<file path="config.mk">
export PLATFORM = sky130hd
export DESIGN_NAME = txptr_indirect
export DESIGN_NICKNAME = d
export VERILOG_FILES = /design/src/rtl/txp_pkg.sv /design/src/rtl/txp_ram.sv /design/src/rtl/txp_arb.sv /design/src/rtl/txp_fsm.sv /design/src/rtl/txptr_indirect.sv
export SDC_FILE = /design/constraint.sdc
export NUM_CORES = 2
export LEC_CHECK = 0
export BUFFER_PORTS_ARGS = -buffer_cell sky130_fd_sc_hd__buf_2
export CORE_MARGIN = 2
export CORE_UTILIZATION = 46
export CTS_CLUSTER_SIZE = 28
export DETAILED_ROUTE_END_ITERATION = 16
export GPL_TIMING_DRIVEN = 0
export MAX_ROUTING_LAYER = met4
export SLEW_MARGIN = 20
export SYNTH_ARGS = -nofsm -noshare
export SYNTH_HDL_FRONTEND = slang
export SYNTH_SLANG_ARGS = --single-unit
</file>
<file path="constraint.sdc">
create_clock -name clk -period 3.6 [get_ports clk]
set_clock_uncertainty 0.15 [all_clocks]
set_input_delay 0 -clock clk [delete_from_list [all_inputs] [get_ports clk]]
set_output_delay 0 -clock clk [all_outputs]
set_load 0.01 [all_outputs]
</file>
<file path="src/rtl/txp_pkg.sv">
package txp_pkg;
    localparam int SEL_BUSY_BIT = 15;
    localparam int SEL_CMD_BIT  = 14;

    typedef enum logic [1:0] {
        ST_IDLE   = 2'd0,
        ST_ACCESS = 2'd1,
        ST_FETCH  = 2'd2
    } acc_state_t;
endpackage

</file>
<file path="src/rtl/txp_ram.sv">
module txp_ram #(
    parameter int AW = 8,
    parameter int DW = 10
) (
    input  logic          clk,
    input  logic          rst_n,
    input  logic          we,
    input  logic [AW-1:0] waddr,
    input  logic [DW-1:0] wdata,
    input  logic          re,
    input  logic [AW-1:0] raddr,
    output logic [DW-1:0] rdata
);
    localparam int DEPTH = 1 << AW;

    logic [DW-1:0] mem [DEPTH];

    always_ff @(posedge clk) begin
        if (we) begin
            mem[waddr] <= wdata;
        end
    end

    always_ff @(posedge clk or negedge rst_n) begin
        if (!rst_n) begin
            rdata <= '0;
        end else if (re) begin
            rdata <= mem[raddr];
        end
    end

    // the arbiter never lets a host read share a cycle with any write
    p_port_excl_r8: assert property (@(posedge clk) disable iff (!rst_n)
        !(we && re));
endmodule

</file>
<file path="src/rtl/txp_arb.sv">
module txp_arb #(
    parameter int AW = 8,
    parameter int DW = 10
) (
    input  logic          eng_upd,
    input  logic [AW-1:0] eng_chan,
    input  logic [DW-1:0] eng_ptr,
    input  logic          host_req,
    input  logic          host_is_wr,
    input  logic [AW-1:0] host_chan,
    input  logic [DW-1:0] host_ptr,
    output logic          host_grant,
    output logic          ram_we,
    output logic [AW-1:0] ram_waddr,
    output logic [DW-1:0] ram_wdata,
    output logic          ram_re,
    output logic [AW-1:0] ram_raddr
);
    always_comb begin
        host_grant = host_req && !eng_upd;
        ram_re     = host_grant && !host_is_wr;
        ram_raddr  = host_chan;
        if (eng_upd) begin
            ram_we    = 1'b1;
            ram_waddr = eng_chan;
            ram_wdata = eng_ptr;
        end else begin
            ram_we    = host_grant && host_is_wr;
            ram_waddr = host_chan;
            ram_wdata = host_ptr;
        end
    end
endmodule

</file>
<file path="src/rtl/txp_fsm.sv">
module txp_fsm
    import txp_pkg::*;
(
    input  logic       clk,
    input  logic       rst_n,
    input  logic       cmd_go,
    input  logic       cmd_is_rd,
    input  logic       grant,
    output acc_state_t state,
    output logic       busy,
    output logic       host_req,
    output logic       load_ptr
);
    acc_state_t state_nx;

    always_comb begin
        state_nx = state;
        unique case (state)
            ST_IDLE:   if (cmd_go) state_nx = ST_ACCESS;
            ST_ACCESS: if (grant)  state_nx = cmd_is_rd ? ST_FETCH : ST_IDLE;
            ST_FETCH:  state_nx = ST_IDLE;
            default:   state_nx = ST_IDLE;
        endcase
    end

    always_ff @(posedge clk or negedge rst_n) begin
        if (!rst_n) begin
            state <= ST_IDLE;
        end else begin
            state <= state_nx;
        end
    end

    always_comb begin
        busy     = (state != ST_IDLE);
        host_req = (state == ST_ACCESS);
        load_ptr = (state == ST_FETCH);
    end

    // a stalled host access waits in ST_ACCESS for the next cycle
    p_stall_hold_r8: assert property (@(posedge clk) disable iff (!rst_n)
        (state == ST_ACCESS && !grant) |=> (state == ST_ACCESS));
    // an accepted command always enters ST_ACCESS
    p_go_enter_r3: assert property (@(posedge clk) disable iff (!rst_n)
        cmd_go |=> (state == ST_ACCESS));
endmodule

</file>
<file path="src/rtl/txptr_indirect.sv">
module txptr_indirect
    import txp_pkg::*;
#(
    parameter int CHAN_W = 8,
    parameter int PTR_W  = 10,
    parameter int REG_W  = 16
) (
    input  logic              clk,
    input  logic              rst_n,
    input  logic              reg_we,
    input  logic              reg_addr,
    input  logic [REG_W-1:0]  reg_wdata,
    output logic [REG_W-1:0]  ptr_rdata,
    output logic [REG_W-1:0]  sel_rdata,
    input  logic              eng_upd,
    input  logic [CHAN_W-1:0] eng_chan,
    input  logic [PTR_W-1:0]  eng_ptr
);
    localparam logic ADDR_PTR = 1'b0;
    localparam logic ADDR_SEL = 1'b1;

    acc_state_t        state;
    logic              busy, host_req, load_ptr, grant, cmd_go;
    logic [PTR_W-1:0]  ptr_q;
    logic [CHAN_W-1:0] chan_q;
    logic              cmd_wr_q;
    logic              ram_we, ram_re;
    logic [CHAN_W-1:0] ram_waddr, ram_raddr;
    logic [PTR_W-1:0]  ram_wdata, ram_rdata;
    logic              unused_wdata_par;

    assign unused_wdata_par = ^reg_wdata;
    assign cmd_go = reg_we && (reg_addr == ADDR_SEL) && !busy;

    always_ff @(posedge clk or negedge rst_n) begin
        if (!rst_n) begin
            ptr_q    <= '0;
            chan_q   <= '0;
            cmd_wr_q <= 1'b0;
        end else begin
            if (load_ptr) begin
                ptr_q <= ram_rdata;
            end else if (reg_we && reg_addr == ADDR_PTR && !busy) begin
                ptr_q <= reg_wdata[PTR_W-1:0];
            end
            if (cmd_go) begin
                chan_q   <= reg_wdata[CHAN_W-1:0];
                cmd_wr_q <= reg_wdata[SEL_CMD_BIT];
            end
        end
    end

    always_comb begin
        ptr_rdata = '0;
        ptr_rdata[PTR_W-1:0] = ptr_q;
        sel_rdata = '0;
        sel_rdata[CHAN_W-1:0]   = chan_q;
        sel_rdata[SEL_CMD_BIT]  = cmd_wr_q;
        sel_rdata[SEL_BUSY_BIT] = busy;
    end

    txp_fsm u_fsm (
        .clk       (clk),
        .rst_n     (rst_n),
        .cmd_go    (cmd_go),
        .cmd_is_rd (!cmd_wr_q),
        .grant     (grant),
        .state     (state),
        .busy      (busy),
        .host_req  (host_req),
        .load_ptr  (load_ptr)
    );

    txp_arb #(.AW(CHAN_W), .DW(PTR_W)) u_arb (
        .eng_upd    (eng_upd),
        .eng_chan   (eng_chan),
        .eng_ptr    (eng_ptr),
        .host_req   (host_req),
        .host_is_wr (cmd_wr_q),
        .host_chan  (chan_q),
        .host_ptr   (ptr_q),
        .host_grant (grant),
        .ram_we     (ram_we),
        .ram_waddr  (ram_waddr),
        .ram_wdata  (ram_wdata),
        .ram_re     (ram_re),
        .ram_raddr  (ram_raddr)
    );

    txp_ram #(.AW(CHAN_W), .DW(PTR_W)) u_ram (
        .clk   (clk),
        .rst_n (rst_n),
        .we    (ram_we),
        .waddr (ram_waddr),
        .wdata (ram_wdata),
        .re    (ram_re),
        .raddr (ram_raddr),
        .rdata (ram_rdata)
    );

    // a select write during busy leaves the channel and the command alone
    p_sel_hold_r6: assert property (@(posedge clk) disable iff (!rst_n)
        (busy && reg_we && reg_addr == ADDR_SEL) |=> ($stable(chan_q) && $stable(cmd_wr_q)));
    // a pointer write during busy, outside the fetch cycle, is dropped
    p_data_hold_r6: assert property (@(posedge clk) disable iff (!rst_n)
        (busy && !load_ptr && reg_we && reg_addr == ADDR_PTR) |=> $stable(ptr_q));
    // the fetch cycle moves the table output into the pointer register
    p_fetch_load_r4: assert property (@(posedge clk) disable iff (!rst_n)
        load_ptr |=> (ptr_q == $past(ram_rdata)));
    // a write command with no engine contention finishes in one cycle
    p_wr_one_cycle_r3: assert property (@(posedge clk) disable iff (!rst_n)
        (host_req && cmd_wr_q && !eng_upd) |=> !busy);
    // the engine's write reaches the table whatever the host is doing
    p_eng_first_r8: assert property (@(posedge clk) disable iff (!rst_n)
        eng_upd |-> (ram_we && ram_waddr == eng_chan && ram_wdata == eng_ptr));
endmodule

</file>
==> summary.md <==
| Metric | Value |
|---|---|
| Most common cell in the netlist | `edfxtp_1` |
| Die width | `475 um` |
| Asr flop ratio synth | `between 1 and 1.5%` |
| Hold Startpoint | `eng_chan[5]` |
| Hold WC Path Type | `in2reg` |
| Max Slew Vio Count | `0` |
| Fmax | `about 260 MHz` |
| Clock Latency Late Sink | `slightly above 0.9 ns` |
| Critical Path RT | `approximately 4.3 ns` |
| Period Utilization, post-route | `106%` |
| FILL cells | `16278` |
| Placed insts | `8221` |
| # IOs | `slightly above 70` |
| Minimum hold slack | `between 0.06 and 0.07 ns` |
| Num CTS Buffers | `between 200 and 300` |
| Routed vias | `just under 60000` |
| Hold Violations, Final | `0` |
| Synth Area in Compound Gates | `under 10%` |
| R2r setup slk | `-0.21 ns` |
| Reg-to-Reg End | `u_ram.rdata[1]` |
| Hold path cells | `5` |
| CP Launch Type | `register` |
| Mux cell area share after synthesis | `about 14%` |
| Main combinational cell family by area after synthesis | `multiplexers` |
| Final std cells w/o fill | `9033` |
| RSZ-0062 raised after global routing | `true` |
| R2R Path Start | `chan_q[5]` |
| Gr usage total | `34.2%` |
| Cell variety after synth | `70` |
| Largest area contributor in the netlist | `edfxtp_1` |
| Worst r2r path cells | `9` |
| DRC | `0` |
| Register area share after synthesis | `between 70% and 80%` |
| Status | `finished with violations` |
| Post-synth EDFFs | `about 2600` |
| Sink Count | `2591` |
| Yosys reg bits | `roughly 2600` |
| Peak supply drop | `between 0.5 and 0.6 mV` |
| Placer Congestion | `1.04` |
| Finished layout cell area | `approximately 120000 um2` |
| CP endpoint kind | `register` |
| Layout area overhead | `22.6%` |
| Synth cell count leaders | `2560 x edfxtp_1, 560 x mux2i_1, 370 x mux4_2` |
| Min cycle time layout | `between 3 and 4 ns` |
| Vias in the first global route | `around 56000` |
| Detail Route Antenna Nets | `0` |
| Synth Area in Adders | `0%` |
| Root buf cell | `clkbuf_16` |
| Crit-path max FO | `10` |
| Multi-input gate area | `25500 um2` |
| Reg area | `around 78000 um2` |
| Die Ht | `roughly 470 um` |
| Mapped Area | `102000 um2` |
| Main flop type after synthesis | `edfxtp_1` |
| Synth Instances | `5163` |
| Share of cells above drive strength 1 | `a little under a third` |
| First-pass GRT wire length | `roughly 500000 um` |
| Largest net degree at the start of global routing | `approximately 130` |
| GRT overflow | `0` |
| Worst Hold Path EP | `u_ram.mem[235][5]` |
| Xor-xnor portion of the synthesized cell area | `0%` |
| Max Root-Sink Buffers | `4` |
| Core Area | `220000 um2` |
| PwrDens | `roughly 670 nW/um2` |
| Placed cell area | `about 110000 um2` |
| Layout net count | `5921` |
| Post-Synth Simple-Gate Area | `between 2 and 3%` |
| Top cells by area, synth | `edfxtp_1 75%, mux4_2 8.2%, mux2i_1 5.5%` |
| P_leak | `approximately 40 nW` |
| Pre-CTS WS | `-2.99 ns` |
| Failing checks | `setup timing` |
| DR iter-0 viols | `around 11000` |
| CTS H-tree depth | `5` |
| I/O Buffers | `53` |
| Setup TNS | `-12.08 ns` |
| CP arrival | `around 4.5 ns` |
| Syn Area/Cell | `about 20 um2` |
| Worst-path clk slew | `approximately 0.07 ns` |
| Total routed wirelength | `around 380000 um` |
| Crit Path Class | `reg2reg` |
| Via/cell ratio | `between 6 and 7` |
| Worst-margin pin slew | `approximately 1.1 ns` |
| Final setup violation count | `between 400 and 500` |
| Hpwl dp | `249000 um` |
| Routed len/inst | `41.7 um` |
| CTS tree | `done` |
| Initial antenna violation count | `11` |
| MaxCap Viol Count | `0` |
| Die ar. | `225000 um2` |
| Initial Util | `46.3%` |
| Row count | `about 170` |
| Util after Layout | `between 50 and 60%` |
| Max transition margin | `22.6%` |
| PnR worst setup slack | `-0.211 ns` |
| Drt first pass iters | `6` |
| Total power | `84.0 mW` |
| Share of the synthesized area in the top cell type | `between 70% and 80%` |
| Yosys warning count | `0` |
-- worst max path at each step --
stage,end,startpoint,cells past startpoint
after detailed placement,u_ram.rdata[4],chan_q[4],11
final,u_ram.rdata[1],chan_q[5],9
after floorplan,u_ram.mem[0][0],eng_upd,4
after CTS,u_ram.rdata[1],chan_q[0],12
after global routing,u_ram.rdata[2],chan_q[1],12
after global placement,u_ram.mem[220][0],eng_upd,5
-- sequential cells by signal, summed over array words and instances, names as in the netlist --
register     flops
u_fsm.state      2
u_ram.mem     2560
ptr_q           10
u_ram.rdata     10
chan_q           8
cmd_wr_q         1
-- critical path, cell delays in order, from the launching register on --
cell and delay, ns:
dfrtp_1 0.52, inv_1 0.28, nand3_1 0.28, clkbuf_4 0.50, clkbuf_4 0.51, a211oi_2 0.14, a31o_1 0.21, a31oi_2 0.27
nand4_1 0.45, o211ai_1 0.32
-- area by class of cell --
class | instances | area share (%)
Clock inverter | 109 | 0.698
Antenna cell | 5 | 0.0100
Buffer | 320 | 2.97
Timing Repair Buffer | 428 | 4.68
Clock buffer | 363 | 6.08
Multi-Input combinational cell | 2248 | 20.4
Sequential cell | 2591 | 62.2
Inverter | 11 | 0.0391
Tap cell | 2958 | 2.96
-- cells by family after synthesis --
logic type	Yosys count
simple gates	624
flops	2591
buf+inv	335
compound gates	658
mux	954
other cells	1
-- layer usage --
layer | up-vias | routed length (um) | GRT usage, %
met4 | 0 | 29000 | 21.8
li1 | 22781 | - | -
met1 | 31128 | 134000 | 43.7
met2 | 4455 | 166000 | 48.4
met5 | - | 0 | -
met3 | 1013 | 48400 | 9.21
-- cells in the final DEF, fill, tap and decap left out, drive strengths merged, types with 87 or more instances in the layout --
| master | instances |
|---|---|
| mux2i | 560 |
| clkbuf | 439 |
| edfxtp | 2560 |
| o21ai | 93 |
| nand2 | 179 |
| o22ai | 160 |
| mux4 | 381 |
| buf | 616 |
| clkinv | 87 |
| nor2 | 330 |
-- power breakdown --
group	switching (mW)	leakage, nW	total, mW	internal [mW]
sequential	0.268	23.5	35.2	34.9
clock	11.7	4.13	27.5	15.9
combinational	14.7	12.2	21.3	6.50
-- repair_timing --
action	CTS	global route
buffers inserted	206	75
setup endpoints to repair	2572	1693
hold buffers	55	0
resized for setup	881	227
gates cloned	2	1
hold endpoints to repair	1318	0
pin swaps	161	68
No activity file was read; power rests on OpenSTA's default activity.
